## config.mk

```make
export PLATFORM = sky130hd
export DESIGN_NAME = serport_regs
export DESIGN_NICKNAME = d
export VERILOG_FILES = /design/src/rtl/serport_pkg.sv /design/src/rtl/serport_decode.sv /design/src/rtl/serport_txhold.sv /design/src/rtl/serport_irq.sv /design/src/rtl/serport_regs.sv
export SDC_FILE = /design/constraint.sdc
export NUM_CORES = 1
export LEC_CHECK = 0
export BUFFER_PORTS_ARGS = -buffer_cell sky130_fd_sc_hd__buf_2
export CAP_MARGIN = 20
export CELL_PAD_IN_SITES_DETAIL_PLACEMENT = 0
export CELL_PAD_IN_SITES_GLOBAL_PLACEMENT = 1
export CORE_MARGIN = 2
export CORE_UTILIZATION = 36
export CTS_CLUSTER_DIAMETER = 200
export DETAILED_ROUTE_END_ITERATION = 6
export MAX_ROUTING_LAYER = met4
export PLACE_DENSITY = 0.78
export SLEW_MARGIN = 20
export SYNTH_ARGS = -nofsm -noshare
export SYNTH_HDL_FRONTEND = slang
export SYNTH_SLANG_ARGS = --single-unit
```

## constraint.sdc

```tcl
create_clock -name clk -period 3.95 [get_ports clk]
set_input_delay 0.79 -clock clk [delete_from_list [all_inputs] [get_ports clk]]
set_output_delay 0.79 -clock clk [all_outputs]
set_load 0.01 [all_outputs]
```

## src/rtl/serport_pkg.sv

```systemverilog
package serport_pkg;
  localparam int N_REG = 10;

  // Register indices into the decode vector
  localparam int IX_TXCTL  = 0;
  localparam int IX_DMAEN  = 1;
  localparam int IX_RXCTL  = 2;
  localparam int IX_TXDATA = 3;
  localparam int IX_STCLR  = 4;
  localparam int IX_STPEEK = 5;
  localparam int IX_MASK   = 6;
  localparam int IX_ACK    = 7;
  localparam int IX_RAW    = 8;
  localparam int IX_MASKED = 9;

  // Status word bit positions
  localparam int B_DAV   = 16;
  localparam int B_TIDLE = 22;
  localparam int B_TRDY  = 24;

  // Interrupt source bits
  localparam int I_TX = 0;
  localparam int I_RX = 3;

  function automatic logic [7:0] reg_ofs(input int idx);
    case (idx)
      IX_TXCTL:  reg_ofs = 8'h00;
      IX_DMAEN:  reg_ofs = 8'h04;
      IX_RXCTL:  reg_ofs = 8'h08;
      IX_TXDATA: reg_ofs = 8'h1C;
      IX_STCLR:  reg_ofs = 8'h20;
      IX_STPEEK: reg_ofs = 8'h24;
      IX_MASK:   reg_ofs = 8'h2C;
      IX_ACK:    reg_ofs = 8'h30;
      IX_RAW:    reg_ofs = 8'h34;
      default:   reg_ofs = 8'h38;
    endcase
  endfunction
endpackage

```

## src/rtl/serport_decode.sv

```systemverilog
module serport_decode
  import serport_pkg::*;
#(
  parameter int ADDR_W = 6
) (
  input  logic                bus_sel,
  input  logic                bus_wr,
  input  logic                bus_word,
  input  logic [ADDR_W-1:0]   bus_addr,
  output logic [N_REG-1:0]    rd_stb,
  output logic [N_REG-1:0]    wr_stb
);
  logic [N_REG-1:0] match;
  logic             acc_ok;

  assign acc_ok = bus_sel & bus_word;

  for (genvar g = 0; g < N_REG; g++) begin : g_match
    assign match[g] = (bus_addr == ADDR_W'(reg_ofs(g)));
  end

  assign rd_stb = match & {N_REG{acc_ok & ~bus_wr}};
  assign wr_stb = match & {N_REG{acc_ok &  bus_wr}};
endmodule

```

## src/rtl/serport_txhold.sv

```systemverilog
module serport_txhold #(
  parameter int BYTE_W = 8
) (
  input  logic              clk,
  input  logic              rst_n,
  input  logic              load,
  input  logic [BYTE_W-1:0] load_byte,
  output logic              taken,
  output logic              tx_valid,
  input  logic              tx_ready,
  output logic [BYTE_W-1:0] tx_data
);
  assign taken = load & ~tx_valid;

  always_ff @(posedge clk) begin
    if (!rst_n) begin
      tx_valid <= 1'b0;
      tx_data  <= '0;
    end else if (taken) begin
      tx_valid <= 1'b1;
      tx_data  <= load_byte;
    end else if (tx_valid && tx_ready) begin
      tx_valid <= 1'b0;
    end
  end

  // a held byte stays put until the sink takes it
  assert_hold_stable_R4: assert property (@(posedge clk) disable iff (!rst_n)
    (tx_valid && !tx_ready) |=> (tx_valid && $stable(tx_data)));

  // a load while held does not replace the byte
  assert_drop_when_held_R5: assert property (@(posedge clk) disable iff (!rst_n)
    (tx_valid && load) |=> $stable(tx_data));
endmodule

```

## src/rtl/serport_irq.sv

```systemverilog
module serport_irq
  import serport_pkg::*;
#(
  parameter int DATA_W = 32
) (
  input  logic              clk,
  input  logic              rst_n,
  input  logic              tx_set,
  input  logic              rx_set,
  input  logic              ack_wr,
  input  logic [DATA_W-1:0] ack_val,
  input  logic              mask_wr,
  input  logic [DATA_W-1:0] mask_val,
  output logic [DATA_W-1:0] raw,
  output logic [DATA_W-1:0] mask,
  output logic [DATA_W-1:0] masked,
  output logic              irq
);
  logic              pend;
  logic              rearm;
  logic [DATA_W-1:0] ack_eff;
  logic [DATA_W-1:0] tx_bits;
  logic [DATA_W-1:0] rx_bits;
  logic [DATA_W-1:0] raw_n;

  always_comb begin
    ack_eff = ack_wr ? ack_val : '0;
    rearm   = pend & ack_eff[I_TX];
    if (rearm) ack_eff[I_TX] = 1'b0;
    tx_bits = '0;
    tx_bits[I_TX] = tx_set | rearm;
    rx_bits = '0;
    rx_bits[I_RX] = rx_set;
    // A new receive event is never cancelled by an acknowledge in its own cycle
    raw_n = ((raw | tx_bits) & ~ack_eff) | rx_bits;
  end

  always_ff @(posedge clk) begin
    if (!rst_n) begin
      raw  <= '0;
      mask <= '0;
      pend <= 1'b0;
    end else begin
      raw <= raw_n;
      if (mask_wr) mask <= mask_val;
      if (tx_set)     pend <= 1'b1;
      else if (rearm) pend <= 1'b0;
    end
  end

  assign masked = raw & mask;
  assign irq    = |masked;

  // an acknowledged receive bit is gone unless a new byte arrived
  assert_ack_clears_R9: assert property (@(posedge clk) disable iff (!rst_n)
    (ack_wr && ack_val[I_RX] && !rx_set) |=> !raw[I_RX]);

  // first acknowledge of a pending transmit re-arms bit 0
  assert_rearm_R10: assert property (@(posedge clk) disable iff (!rst_n)
    (ack_wr && ack_val[I_TX] && pend) |=> (raw[I_TX] && !pend));

  // a received byte always leaves raw bit 3 set
  assert_rx_wins_R12: assert property (@(posedge clk) disable iff (!rst_n)
    rx_set |=> raw[I_RX]);
endmodule

```

## src/rtl/serport_regs.sv

```systemverilog
module serport_regs
  import serport_pkg::*;
#(
  parameter int ADDR_W = 6,
  parameter int DATA_W = 32,
  parameter int BYTE_W = 8
) (
  input  logic              clk,
  input  logic              rst_n,
  input  logic              bus_sel,
  input  logic              bus_wr,
  input  logic              bus_word,
  input  logic [ADDR_W-1:0] bus_addr,
  input  logic [DATA_W-1:0] bus_wdata,
  output logic [DATA_W-1:0] bus_rdata,
  output logic              tx_valid,
  input  logic              tx_ready,
  output logic [BYTE_W-1:0] tx_data,
  input  logic              rx_valid,
  output logic              rx_ready,
  input  logic [BYTE_W-1:0] rx_data,
  output logic              irq
);
  logic [N_REG-1:0]  rd_stb;
  logic [N_REG-1:0]  wr_stb;
  logic [DATA_W-1:0] ctl_tx, ctl_dma, ctl_rx;
  logic [BYTE_W-1:0] rx_byte;
  logic              dav;
  logic              rx_acc;
  logic              tx_taken;
  logic [DATA_W-1:0] raw, mask, masked;
  logic [DATA_W-1:0] stat_word;
  logic [DATA_W-1:0] view [N_REG];

  serport_decode #(.ADDR_W(ADDR_W)) u_dec (
    .bus_sel (bus_sel),
    .bus_wr  (bus_wr),
    .bus_word(bus_word),
    .bus_addr(bus_addr),
    .rd_stb  (rd_stb),
    .wr_stb  (wr_stb)
  );

  serport_txhold #(.BYTE_W(BYTE_W)) u_tx (
    .clk      (clk),
    .rst_n    (rst_n),
    .load     (wr_stb[IX_TXDATA]),
    .load_byte(bus_wdata[BYTE_W-1:0]),
    .taken    (tx_taken),
    .tx_valid (tx_valid),
    .tx_ready (tx_ready),
    .tx_data  (tx_data)
  );

  assign rx_ready = ctl_rx[0] | ~raw[I_RX];
  assign rx_acc   = rx_valid & rx_ready;

  serport_irq #(.DATA_W(DATA_W)) u_irq (
    .clk     (clk),
    .rst_n   (rst_n),
    .tx_set  (tx_taken),
    .rx_set  (rx_acc),
    .ack_wr  (wr_stb[IX_ACK]),
    .ack_val (bus_wdata),
    .mask_wr (wr_stb[IX_MASK]),
    .mask_val(bus_wdata),
    .raw     (raw),
    .mask    (mask),
    .masked  (masked),
    .irq     (irq)
  );

  always_ff @(posedge clk) begin
    if (!rst_n) begin
      ctl_tx  <= '0;
      ctl_dma <= '0;
      ctl_rx  <= '0;
      rx_byte <= '0;
      dav     <= 1'b0;
    end else begin
      if (wr_stb[IX_TXCTL]) ctl_tx  <= bus_wdata;
      if (wr_stb[IX_DMAEN]) ctl_dma <= bus_wdata;
      if (wr_stb[IX_RXCTL]) ctl_rx  <= bus_wdata;
      if (rx_acc) begin
        rx_byte <= rx_data;
        dav     <= 1'b1;
      end else if (rd_stb[IX_STCLR]) begin
        dav <= 1'b0;
      end
    end
  end

  always_comb begin
    stat_word = '0;
    stat_word[BYTE_W-1:0] = rx_byte;
    stat_word[B_DAV]      = dav;
    stat_word[B_TIDLE]    = ~tx_valid;
    stat_word[B_TRDY]     = ~tx_valid;
  end

  always_comb begin
    view[IX_TXCTL]  = ctl_tx;
    view[IX_DMAEN]  = ctl_dma;
    view[IX_RXCTL]  = ctl_rx;
    view[IX_TXDATA] = '0;
    view[IX_STCLR]  = stat_word;
    view[IX_STPEEK] = stat_word;
    view[IX_MASK]   = mask;
    view[IX_ACK]    = '0;
    view[IX_RAW]    = raw;
    view[IX_MASKED] = masked;
    bus_rdata = '0;
    for (int i = 0; i < N_REG; i++) begin
      if (rd_stb[i]) bus_rdata = bus_rdata | view[i];
    end
  end

  // an accepted byte is captured with data-available set
  assert_rx_capture_R6: assert property (@(posedge clk) disable iff (!rst_n)
    rx_acc |=> (dav && rx_byte == $past(rx_data)));

  // clear-on-read drops data-available when no byte arrives
  assert_dav_clear_R7: assert property (@(posedge clk) disable iff (!rst_n)
    (rd_stb[IX_STCLR] && !rx_acc) |=> !dav);

  // the alias read leaves data-available alone
  assert_peek_keeps_R7: assert property (@(posedge clk) disable iff (!rst_n)
    (rd_stb[IX_STPEEK] && !rx_acc) |=> $stable(dav));

  // narrow accesses leave the control words untouched
  assert_narrow_ignored_R3: assert property (@(posedge clk) disable iff (!rst_n)
    (bus_sel && !bus_word) |=> ($stable(ctl_tx) && $stable(ctl_rx) && $stable(ctl_dma)));
endmodule

```

==> flow_metrics.py, run 1 <==
metrics = {
    "logic_synthesis": {
        "synthDominantAreaCellType": "sky130_fd_sc_hd__dfxtp_1",
        "post_synth_instance_area_um2": 8300,
        "synth_edf_count": 0,
        "synth_common_cells": "316 x sky130_fd_sc_hd__nand2_1, 179 x sky130_fd_sc_hd__dfxtp_1, 95 x sky130_fd_sc_hd__a21boi_1",
        "postSynthNetCount": 1074,
        "yosys_warnings": 0,
        "synth-seq-area-share_pct": 43.2,
        "synthFlopType": "sky130_fd_sc_hd__dfxtp_1",
        "post_synth_main_area_contributors": "sky130_fd_sc_hd__dfxtp_1 43%, sky130_fd_sc_hd__nand2_1 14%, sky130_fd_sc_hd__a21boi_1 8.6%",
        "post_synth.cell_area_avg_um2": 8.13,
        "synth.most_common_cell": "sky130_fd_sc_hd__nand2_1",
        "netlist.area_leader.share_pct": 43.2,
        "post_synthesis_cell_count": 1021,
        "postSynthRegisterBits": 179,
        "asyncSetResetFlopFracSynth_pct": 0,
        "cell_variety_after_synth": 51,
    },
    "power": {
        "report.power.total_w": 0.00386,
        "ir_drop_v": 0.000238,
        "power_density_nw_per_um2": 393,
        "total_leakage_power_nw": 3.55,
    },
    "drt": {
        "length_of_the_first_detailed_routing_pass_in_iterations": 5,
        "totalWireLength_um": 28500,
        "drt_iter0_drc": 709,
        "avgViaCountPerCell": 5.61,
        "total_number_of_vias": 7807,
        "drt_drc_violations_left": 0,
        "wire_length_per_cell_after_detailed_routing_um": 20.5,
        "ant_nets": 0,
    },
    "global_routing": {
        "grt_util_all_layers_pct": 24.3,
        "grt_pass1_vias": 7315,
        "wire_length_of_the_first_global_routing_pass_um": 44100,
        "grt_start_max_net_pins": 102,
        "antenna_found_initial": 0,
        "gr-total-overflow": 0,
    },
    "finish": {
        "fraction_of_layout_cells_with_a_size_suffix_above_1_pct": 16.5,
        "final_util_pct": 43.4,
        "areaGrowthSynthToFinish_pct": 18.3,
        "area_used_by_multi_input_combinational_logic_um2": 4400,
        "register_area_um2": 3580,
        "final.fill_count": 2292,
        "antenna_cells": 0,
        "finalNetCount": 1146,
    },
    "worst_setup_path": {
        "worst_ep_required_time_ns": 3.16,
        "rrSetupSlack_ns": 2.50,
        "setup.worst_path.class": "in2out",
        "worst-r2r-cell-count": 4,
        "worstPathArrival_ns": 2.76,
        "worst_reg2reg_path_startpoint": "u_irq.raw[3]",
        "worst-path-max-fanout": 20,
        "endpoint_kind_of_the_worst_setup_timing_path": "output pin",
        "r2r-end": "rx_byte[6]",
        "start_kind": "input pin",
    },
    "die": {
        "coreArea_um2": 22600,
        "die_height_um": 156,
        "rows": 55,
        "initial_core_util_pct": 36.6,
        "die_width_um": 156,
        "ioPinCount": 96,
        "total_die_area_um2": 24300,
    },
    "timing": {
        "worstMarginPinSlew_ns": 0.870,
        "timing.final.ws_setup_ns": 0.396,
        "number_of_setup_violations_in_the_final_report": 0,
        "hold_violations": 0,
        "timing.clock.skew_ns": 0.00387,
        "finalCritPeriodShare_pct": 90.0,
        "maxClockFrequency_mhz": 281,
        "timing.max_slew.rel_slack_pct": 42.0,
        "report.final.slew_viol_count": 0,
        "setup_tns_ns": 0,
        "min_period_ns": 3.55,
        "grt_setup_unrepaired": "false",
        "fin_worst_hold_slack_ns": 0.451,
    },
    "placed_design": {
        "post-place-ws_ns": 0.293,
        "gp_congestion": 0.872,
        "portBuffers": 95,
        "place_hpwl_um": 18800,
    },
    "job": {
        "count_of_max_cap_constraint_violations": 0,
    },
    "cts": {
        "postCtsSetupBuffers": 0,
        "cts_root_buf": "sky130_fd_sc_hd__clkbuf_16",
        "clkSinkCount": 179,
        "depth_of_the_cts_h_tree": 4,
        "clk_path_buf_depth": 2,
        "cts.repair.resized": 0,
        "cts_tree": "built",
        "clock_latency_ns": 0.43,
        "clk_transition_reported_paths_ns": 0.07,
        "ctsHoldBuffers": 0,
        "cts_buffers": 17,
    },
    "outcome": {
        "status": "finished, final reports clean",
    },
    "min_path": {
        "hold_path_end": "ctl_dma[25]",
        "hold_class": "reg2reg",
        "hold_path_depth": 2,
        "hold_path_startpoint": "ctl_dma[25]",
    },
}
metal layers:
| metal | share of wire [%] | vias to the layer above | track usage [%] |
|---|---|---|---|
| met5 | 0 | - | - |
| met4 | 1.5 | 0 | 6.55 |
| met3 | 6.3 | 33 | 3.28 |
| met2 | 45 | 299 | 36.7 |
| met1 | 47 | 3766 | 34.0 |
| li1 | - | 3709 | - |
sequential cells by signal (all words and copies together) (netlist names):
name	flops
u_irq.pend	1
rx_byte	8
ctl_dma	32
u_irq.raw	32
u_irq.mask	32
dav	1
ctl_rx	32
u_tx.tx_valid	1
u_tx.tx_data	8
ctl_tx	32
stage by stage:
stage                     area, µm²  cells
after floorplan                8300   1021
after global placement         9180   1359
after detailed placement       9180   1359
after CTS                      9810   1391
after global routing           9820   1391
final                          9820   1391
cells by family (layout without fill, tap and decap cells):
family                 count (synthesis)  count (layout)  share of synthesized area [%]
DFF                                  179             179                           43.2
buffers and inverters                 91             176                           4.51
AOI/OAI and AO/OA                    319             319                           27.9
muxes                                 26              26                           3.20
and+or+nand+nor                      406             406                           21.2
cells in the final DEF (no fill, tap or decap), types with 6 or more instances in the layout:
master | synthesis | layout
sky130_fd_sc_hd__a31oi_1 | 9 | 9
sky130_fd_sc_hd__nor2b_1 | 17 | 16
sky130_fd_sc_hd__a22oi_1 | 25 | 25
sky130_fd_sc_hd__buf_4 | 1 | 37
sky130_fd_sc_hd__o21ai_1 | 8 | 8
sky130_fd_sc_hd__a21o_1 | 16 | 16
sky130_fd_sc_hd__o21ai_0 | 12 | 12
sky130_fd_sc_hd__o2bb2ai_1 | 10 | 10
sky130_fd_sc_hd__a21boi_1 | 95 | 95
sky130_fd_sc_hd__a32oi_1 | 11 | 11
sky130_fd_sc_hd__mux2i_1 | 22 | 22
sky130_fd_sc_hd__a22o_1 | 17 | 17
sky130_fd_sc_hd__nor3_1 | 8 | 6
sky130_fd_sc_hd__a221o_1 | 6 | 6
sky130_fd_sc_hd__buf_2 | 23 | 94
sky130_fd_sc_hd__a21boi_0 | 44 | 44
sky130_fd_sc_hd__clkbuf_16 | 0 | 17
sky130_fd_sc_hd__inv_1 | 10 | 10
sky130_fd_sc_hd__dfxtp_1 | 179 | 179
sky130_fd_sc_hd__nand3_1 | 22 | 22
sky130_fd_sc_hd__nor2_1 | 6 | 6
sky130_fd_sc_hd__nand2_1 | 316 | 316
sky130_fd_sc_hd__a21oi_1 | 42 | 42
worst max-delay path by stage:
| stage | startpoint | slack (ns) | endpoint | cells past startpoint |
|---|---|---|---|---|
| floorplan | bus_addr[3] | 0.95 | bus_rdata[2] | 7 |
| global placement | bus_addr[3] | 0.32 | bus_rdata[1] | 6 |
| detailed placement | bus_addr[3] | 0.29 | bus_rdata[1] | 6 |
| CTS | bus_addr[3] | 0.30 | bus_rdata[1] | 6 |
| global route | bus_addr[3] | 0.28 | bus_rdata[14] | 8 |
| finish | bus_addr[3] | 0.40 | bus_rdata[20] | 8 |
layout make-up:
cell class / count / area share, %
clock buffer: 20 / 4.65
clock inverter: 12 / 1.81
inverter: 10 / 0.382
multi-input combinational: 751 / 44.8
sequential: 179 / 36.5
tap: 285 / 3.63
timing repair buffer: 134 / 8.23
where the power goes:
group | total, W | switching, W | internal [W]
sequential | 0.00182 | 0.00000610 | 0.00181
combinational | 0.000208 | 0.000135 | 0.0000733
clock | 0.00184 | 0.000741 | 0.00110
critical path, stage by stage:
cell	delay, ns
sky130_fd_sc_hd__buf_2	0.23
sky130_fd_sc_hd__buf_4	0.22
sky130_fd_sc_hd__or4b_1	0.53
sky130_fd_sc_hd__nor3_2	0.13
sky130_fd_sc_hd__buf_4	0.33
sky130_fd_sc_hd__a31oi_1	0.13
sky130_fd_sc_hd__o221ai_1	0.22
sky130_fd_sc_hd__buf_2	0.18
(Power assumes the default switching activity.)
==> run 2, diff against run 1 <==
Settings changed: PLACE_DENSITY 0.78 to default, PLACE_DENSITY_LB_ADDON from default to 0.1.
==> run 2 against run 1 <==
- core utilization shrank 0.34 points
- clock skew is 0.0044 ns higher
- register-to-register slack got worse by 0.06 ns
- critical path type unchanged
- largest power group is now sequential cells
==> flow_metrics.py, run 2 (same netlist as run 1, synthesis figures left out) <==
metrics = {
    "outcome": {
        "status": "finished, final reports clean",
    },
    "timing": {
        "maxClockFrequency_mhz": 287,
        "finalCritPeriodShare_pct": 88.1,
        "hold_violations": 0,
        "timing.max_slew.rel_slack_pct": 37.6,
        "report.final.slew_viol_count": 0,
        "timing.clock.skew_ns": 0.00828,
        "worstMarginPinSlew_ns": 0.937,
        "setup_tns_ns": 0,
        "fin_worst_hold_slack_ns": 0.454,
        "grt_setup_unrepaired": "false",
        "min_period_ns": 3.48,
        "number_of_setup_violations_in_the_final_report": 0,
    },
    "power": {
        "total_leakage_power_nw": 3.49,
        "power_density_nw_per_um2": 379,
        "ir_drop_v": 0.000182,
    },
    "drt": {
        "totalWireLength_um": 30600,
        "ant_nets": 0,
        "length_of_the_first_detailed_routing_pass_in_iterations": 5,
        "drt_drc_violations_left": 0,
        "total_number_of_vias": 7779,
        "drt_iter0_drc": 591,
        "avgViaCountPerCell": 5.59,
        "wire_length_per_cell_after_detailed_routing_um": 22.0,
    },
    "global_routing": {
        "grt_pass1_vias": 7331,
        "antenna_found_initial": 0,
        "wire_length_of_the_first_global_routing_pass_um": 46600,
        "grt_util_all_layers_pct": 26.3,
        "grt_start_max_net_pins": 91,
        "gr-total-overflow": 0,
    },
    "finish": {
        "fraction_of_layout_cells_with_a_size_suffix_above_1_pct": 16.7,
        "layout.cells.most_common": "sky130_fd_sc_hd__nand2_1",
        "finalNetCount": 1146,
        "layout.cells.most_common_list": "316 x sky130_fd_sc_hd__nand2_1, 179 x sky130_fd_sc_hd__dfxtp_1, 95 x sky130_fd_sc_hd__a21boi_1",
        "areaGrowthSynthToFinish_pct": 17.4,
        "antenna_cells": 0,
    },
    "die": {
        "rows": 55,
        "die_height_um": 156,
        "die_width_um": 156,
        "total_die_area_um2": 24300,
        "initial_core_util_pct": 36.6,
        "ioPinCount": 96,
        "coreArea_um2": 22600,
    },
    "cts": {
        "cts_buffers": 17,
        "ctsHoldBuffers": 0,
        "depth_of_the_cts_h_tree": 4,
        "clkSinkCount": 179,
        "cts.repair.resized": 0,
        "clk_transition_reported_paths_ns": 0.07,
        "clk_path_buf_depth": 2,
        "cts_tree": "built",
        "clock_latency_ns": 0.43,
        "postCtsSetupBuffers": 0,
        "cts_root_buf": "sky130_fd_sc_hd__clkbuf_16",
    },
    "worst_setup_path": {
        "setup.worst_path.class": "in2out",
        "r2r-end": "rx_byte[0]",
        "endpoint_kind_of_the_worst_setup_timing_path": "output pin",
        "worst_reg2reg_path_startpoint": "u_irq.raw[3]",
        "worst_setup_path_startpoint": "bus_addr[3]",
        "start_kind": "input pin",
        "rrSetupSlack_ns": 2.44,
        "worstPathArrival_ns": 2.69,
        "worst-path-max-fanout": 20,
        "cp-endpoint": "bus_rdata[31]",
        "worst_ep_required_time_ns": 3.16,
        "worst-r2r-cell-count": 4,
    },
    "placed_design": {
        "gp_congestion": 0.838,
        "place_hpwl_um": 19900,
        "portBuffers": 95,
    },
    "min_path": {
        "hold_class": "reg2reg",
    },
    "job": {
        "count_of_max_cap_constraint_violations": 0,
    },
}
[run 2: where the power goes]
group	leakage, nW	total, W	internal, W	switching [W]
registers	1.44	0.00182	0.00181	0.00000588
clock network	0.270	0.00166	0.000834	0.000825
logic	1.78	0.000213	0.0000722	0.000141
total	3.49	0.00369	0.00272	0.000972
[run 2: critical path, cell delays in order]
cell,delay (ns)
sky130_fd_sc_hd__buf_2,0.38
sky130_fd_sc_hd__or4b_1,0.57
sky130_fd_sc_hd__nor3_2,0.17
sky130_fd_sc_hd__buf_4,0.25
sky130_fd_sc_hd__a31oi_1,0.11
sky130_fd_sc_hd__o221ai_1,0.22
sky130_fd_sc_hd__buf_2,0.18
[run 2: how the worst min path moves through the flow]
stage	to	start	depth (start not counted)	slack [ns]
finish	ctl_dma[29]	ctl_dma[29]	2	0.45
global route	ctl_dma[22]	ctl_dma[22]	2	0.47
global placement	u_irq.raw[26]	u_irq.raw[26]	2	0.44
detailed placement	ctl_dma[18]	ctl_dma[18]	2	0.45
CTS	ctl_dma[18]	ctl_dma[18]	2	0.46
floorplan	u_irq.raw[7]	u_irq.raw[7]	2	0.43
[run 2: through the flow]
stage	util (%)	power [W]	instance area (µm²)	std cells	setup WS [ns]
2_1_floorplan	-	0.00196	8300	1021	0.955
3_3_place_gp	40.5	0.00207	9170	1359	0.515
3_5_place_dp	40.5	0.00207	9170	1359	0.483
4_1_cts	43.0	0.00372	9740	1391	0.464
5_1_grt	43.0	0.00381	9740	1391	0.377
6_report	43.0	0.00369	9740	1391	0.468
[run 2: cell type report]
class	instances	area [µm²]
clock inverters	15	144
inverters	10	37.5
fillers	2335	12900
multi-input cells	751	4400
well taps	285	357
repair buffers	134	796
clock buffers	17	425
flip-flops and latches	179	3580
[run 2: metal layers]
layer	vias to the layer above	part of all wire [%]	GRT usage, %	routed length (µm)
met1	3785	48	37.1	14700
met2	258	45	39.9	13900
met3	26	5.2	3.81	1600
met4	0	1.5	6.29	467
met5	-	0	-	0
li1	3710	-	-	-
==> run 3, diff against run 2 <==
Settings changed: CORE_UTILIZATION 36 to 44.
Clock period 3.95 ns to 3.72 ns, I/O delays scaled along.
==> run 3 against run 2 <==
- worst hold slack worse by 0.0031 ns
- wire length is 6.9% lower
- total power is 11% higher
- critical endpoint is now bus_rdata[5]
- non-clock buffer count increased by 3
- first-iteration DRC count up 27%
- register-to-register slack lost 0.12 ns
- flip-flop and latch count stayed put
==> flow_metrics.py, run 3 (same netlist as run 1, synthesis figures left out) <==
metrics = {
    "outcome": {
        "status": "finished, final reports clean",
    },
    "timing": {
        "timing.max_slew.rel_slack_pct": 29.6,
        "timing.clock.skew_ns": 0.00648,
        "maxClockFrequency_mhz": 279,
        "hold_violations": 0,
        "worstMarginPinSlew_ns": 1.03,
        "grt_setup_unrepaired": "false",
        "report.final.slew_viol_count": 0,
        "min_period_ns": 3.58,
        "setup_tns_ns": 0,
        "number_of_setup_violations_in_the_final_report": 0,
        "finalCritPeriodShare_pct": 96.3,
    },
    "worst_setup_path": {
        "worst_ep_required_time_ns": 2.98,
        "setup.worst_path.class": "in2out",
        "rrSetupSlack_ns": 2.32,
        "endpoint_kind_of_the_worst_setup_timing_path": "output pin",
        "cp_slowest_stage_delay_ns": 0.94,
        "critPathSlowestCell": "sky130_fd_sc_hd__a2111oi_0",
        "worst-r2r-cell-count": 4,
        "worst-path-max-fanout": 8,
        "cp_top_family": "compound AO/OA/AOI/OAI gates",
        "crit_path_cell_trace": "buf_2 > or3_1 > a2111oi_0 > a21oi_1 > o21ai_1 > buf_2",
        "worstPathArrival_ns": 2.84,
        "r2r-end": "rx_byte[4]",
        "crit_path_most_repeated_cell": "sky130_fd_sc_hd__buf_2",
        "path_buf_inv": 2,
        "worst_reg2reg_path_startpoint": "u_irq.raw[3]",
        "start_kind": "input pin",
    },
    "drt": {
        "total_number_of_vias": 7794,
        "drt_iter0_drc": 751,
        "wire_length_per_cell_after_detailed_routing_um": 21.3,
        "length_of_the_first_detailed_routing_pass_in_iterations": 5,
        "avgViaCountPerCell": 5.81,
        "drt_drc_violations_left": 0,
        "ant_nets": 0,
        "totalWireLength_um": 28500,
    },
    "global_routing": {
        "antenna_found_initial": 0,
        "wire_length_of_the_first_global_routing_pass_um": 43500,
        "grt_pass1_vias": 7207,
        "gr-total-overflow": 0,
        "grt_start_max_net_pins": 76,
        "grt_util_all_layers_pct": 29.5,
    },
    "die": {
        "total_die_area_um2": 20000,
        "rows": 50,
        "initial_core_util_pct": 44.7,
        "coreArea_um2": 18600,
        "ioPinCount": 96,
        "die_width_um": 141,
        "die_height_um": 141,
    },
    "min_path": {
        "hold_path_startpoint": "ctl_dma[19]",
        "hold_class": "reg2reg",
        "hold_path_depth": 2,
        "hold_path_end": "ctl_dma[19]",
    },
    "finish": {
        "final.fill_count": 1819,
        "antenna_cells": 0,
        "layout.cells.most_common_list": "316 x sky130_fd_sc_hd__nand2_1, 179 x sky130_fd_sc_hd__dfxtp_1, 95 x sky130_fd_sc_hd__a21boi_1",
        "fraction_of_layout_cells_with_a_size_suffix_above_1_pct": 16.5,
        "layout.cells.most_common": "sky130_fd_sc_hd__nand2_1",
        "areaGrowthSynthToFinish_pct": 17.5,
        "finalNetCount": 1149,
    },
    "cts": {
        "cts_tree": "built",
        "ctsHoldBuffers": 0,
        "cts.repair.resized": 0,
        "clkSinkCount": 179,
        "clock_latency_ns": 0.44,
        "postCtsSetupBuffers": 0,
        "cts_buffers": 17,
        "clk_transition_reported_paths_ns": 0.07,
        "cts_root_buf": "sky130_fd_sc_hd__clkbuf_16",
        "clk_path_buf_depth": 2,
        "depth_of_the_cts_h_tree": 4,
    },
    "placed_design": {
        "portBuffers": 95,
        "gp_congestion": 0.846,
        "place_hpwl_um": 18400,
    },
    "power": {
        "total_leakage_power_nw": 3.53,
        "ir_drop_v": 0.000318,
        "power_density_nw_per_um2": 420,
        "report.power.total_w": 0.00410,
    },
    "job": {
        "count_of_max_cap_constraint_violations": 0,
    },
}
-- run 3: worst max-delay path by stage --
stage	start	end	slack, ns	cells after the start
after floorplan	bus_addr[3]	bus_rdata[2]	0.82	7
after global placement	bus_addr[3]	bus_rdata[5]	0.20	6
after detailed placement	bus_addr[3]	bus_rdata[5]	0.29	6
after CTS	bus_addr[3]	bus_rdata[5]	0.27	6
after global routing	bus_addr[3]	bus_rdata[5]	0.22	6
final	bus_addr[1]	bus_rdata[5]	0.14	6
-- run 3: worst min-delay path, stage by stage, from the launching register on --
cell                       delay (ns)
sky130_fd_sc_hd__dfxtp_1         0.31
sky130_fd_sc_hd__nand2_1         0.05
sky130_fd_sc_hd__a21boi_1        0.05
-- run 3: cell type report --
cell class / instances / area, µm² / share of cell area [%]
sequential: 179 / 3580 / 36.8
multi-input combinational: 751 / 4390 / 45.1
tap: 234 / 293 / 3.00
clock buffer: 20 / 447 / 4.58
clock inverter: 11 / 176 / 1.81
timing repair buffer: 137 / 818 / 8.40
inverter: 10 / 37.5 / 0.385
-- run 3: through the flow --
stage | std cells | hold WS (ns) | utilization, % | worst slack [ns] | instance area, µm²
floorplan | 1021 | 0.425 | - | 0.817 | 8300
global placement | 1311 | 0.437 | 49.1 | 0.205 | 9120
detailed placement | 1311 | 0.441 | 49.1 | 0.289 | 9120
CTS | 1342 | 0.452 | 52.5 | 0.269 | 9750
global route | 1342 | 0.467 | 52.5 | 0.217 | 9750
finish | 1342 | 0.451 | 52.5 | 0.136 | 9750
-- run 3: layer usage --
layer  wire length, µm  share of wire [%]  GRT usage, %  vias to the layer above
li1                  -                  -             -                     3716
met5                 0                  0             -                        -
met2             12800                 45          43.8                      270
met4               482                1.7          7.63                        0
met1             13500                 47          42.3                     3779
met3              1760                6.2          4.35                       29
-- run 3: power breakdown --
part	internal, W	total (W)	leakage (nW)	switching [W]
clock network	0.00114	0.00195	0.289	0.000802
logic	0.0000779	0.000222	1.80	0.000144
registers	0.00192	0.00193	1.44	0.00000596
total	0.00315	0.00410	3.53	0.000952
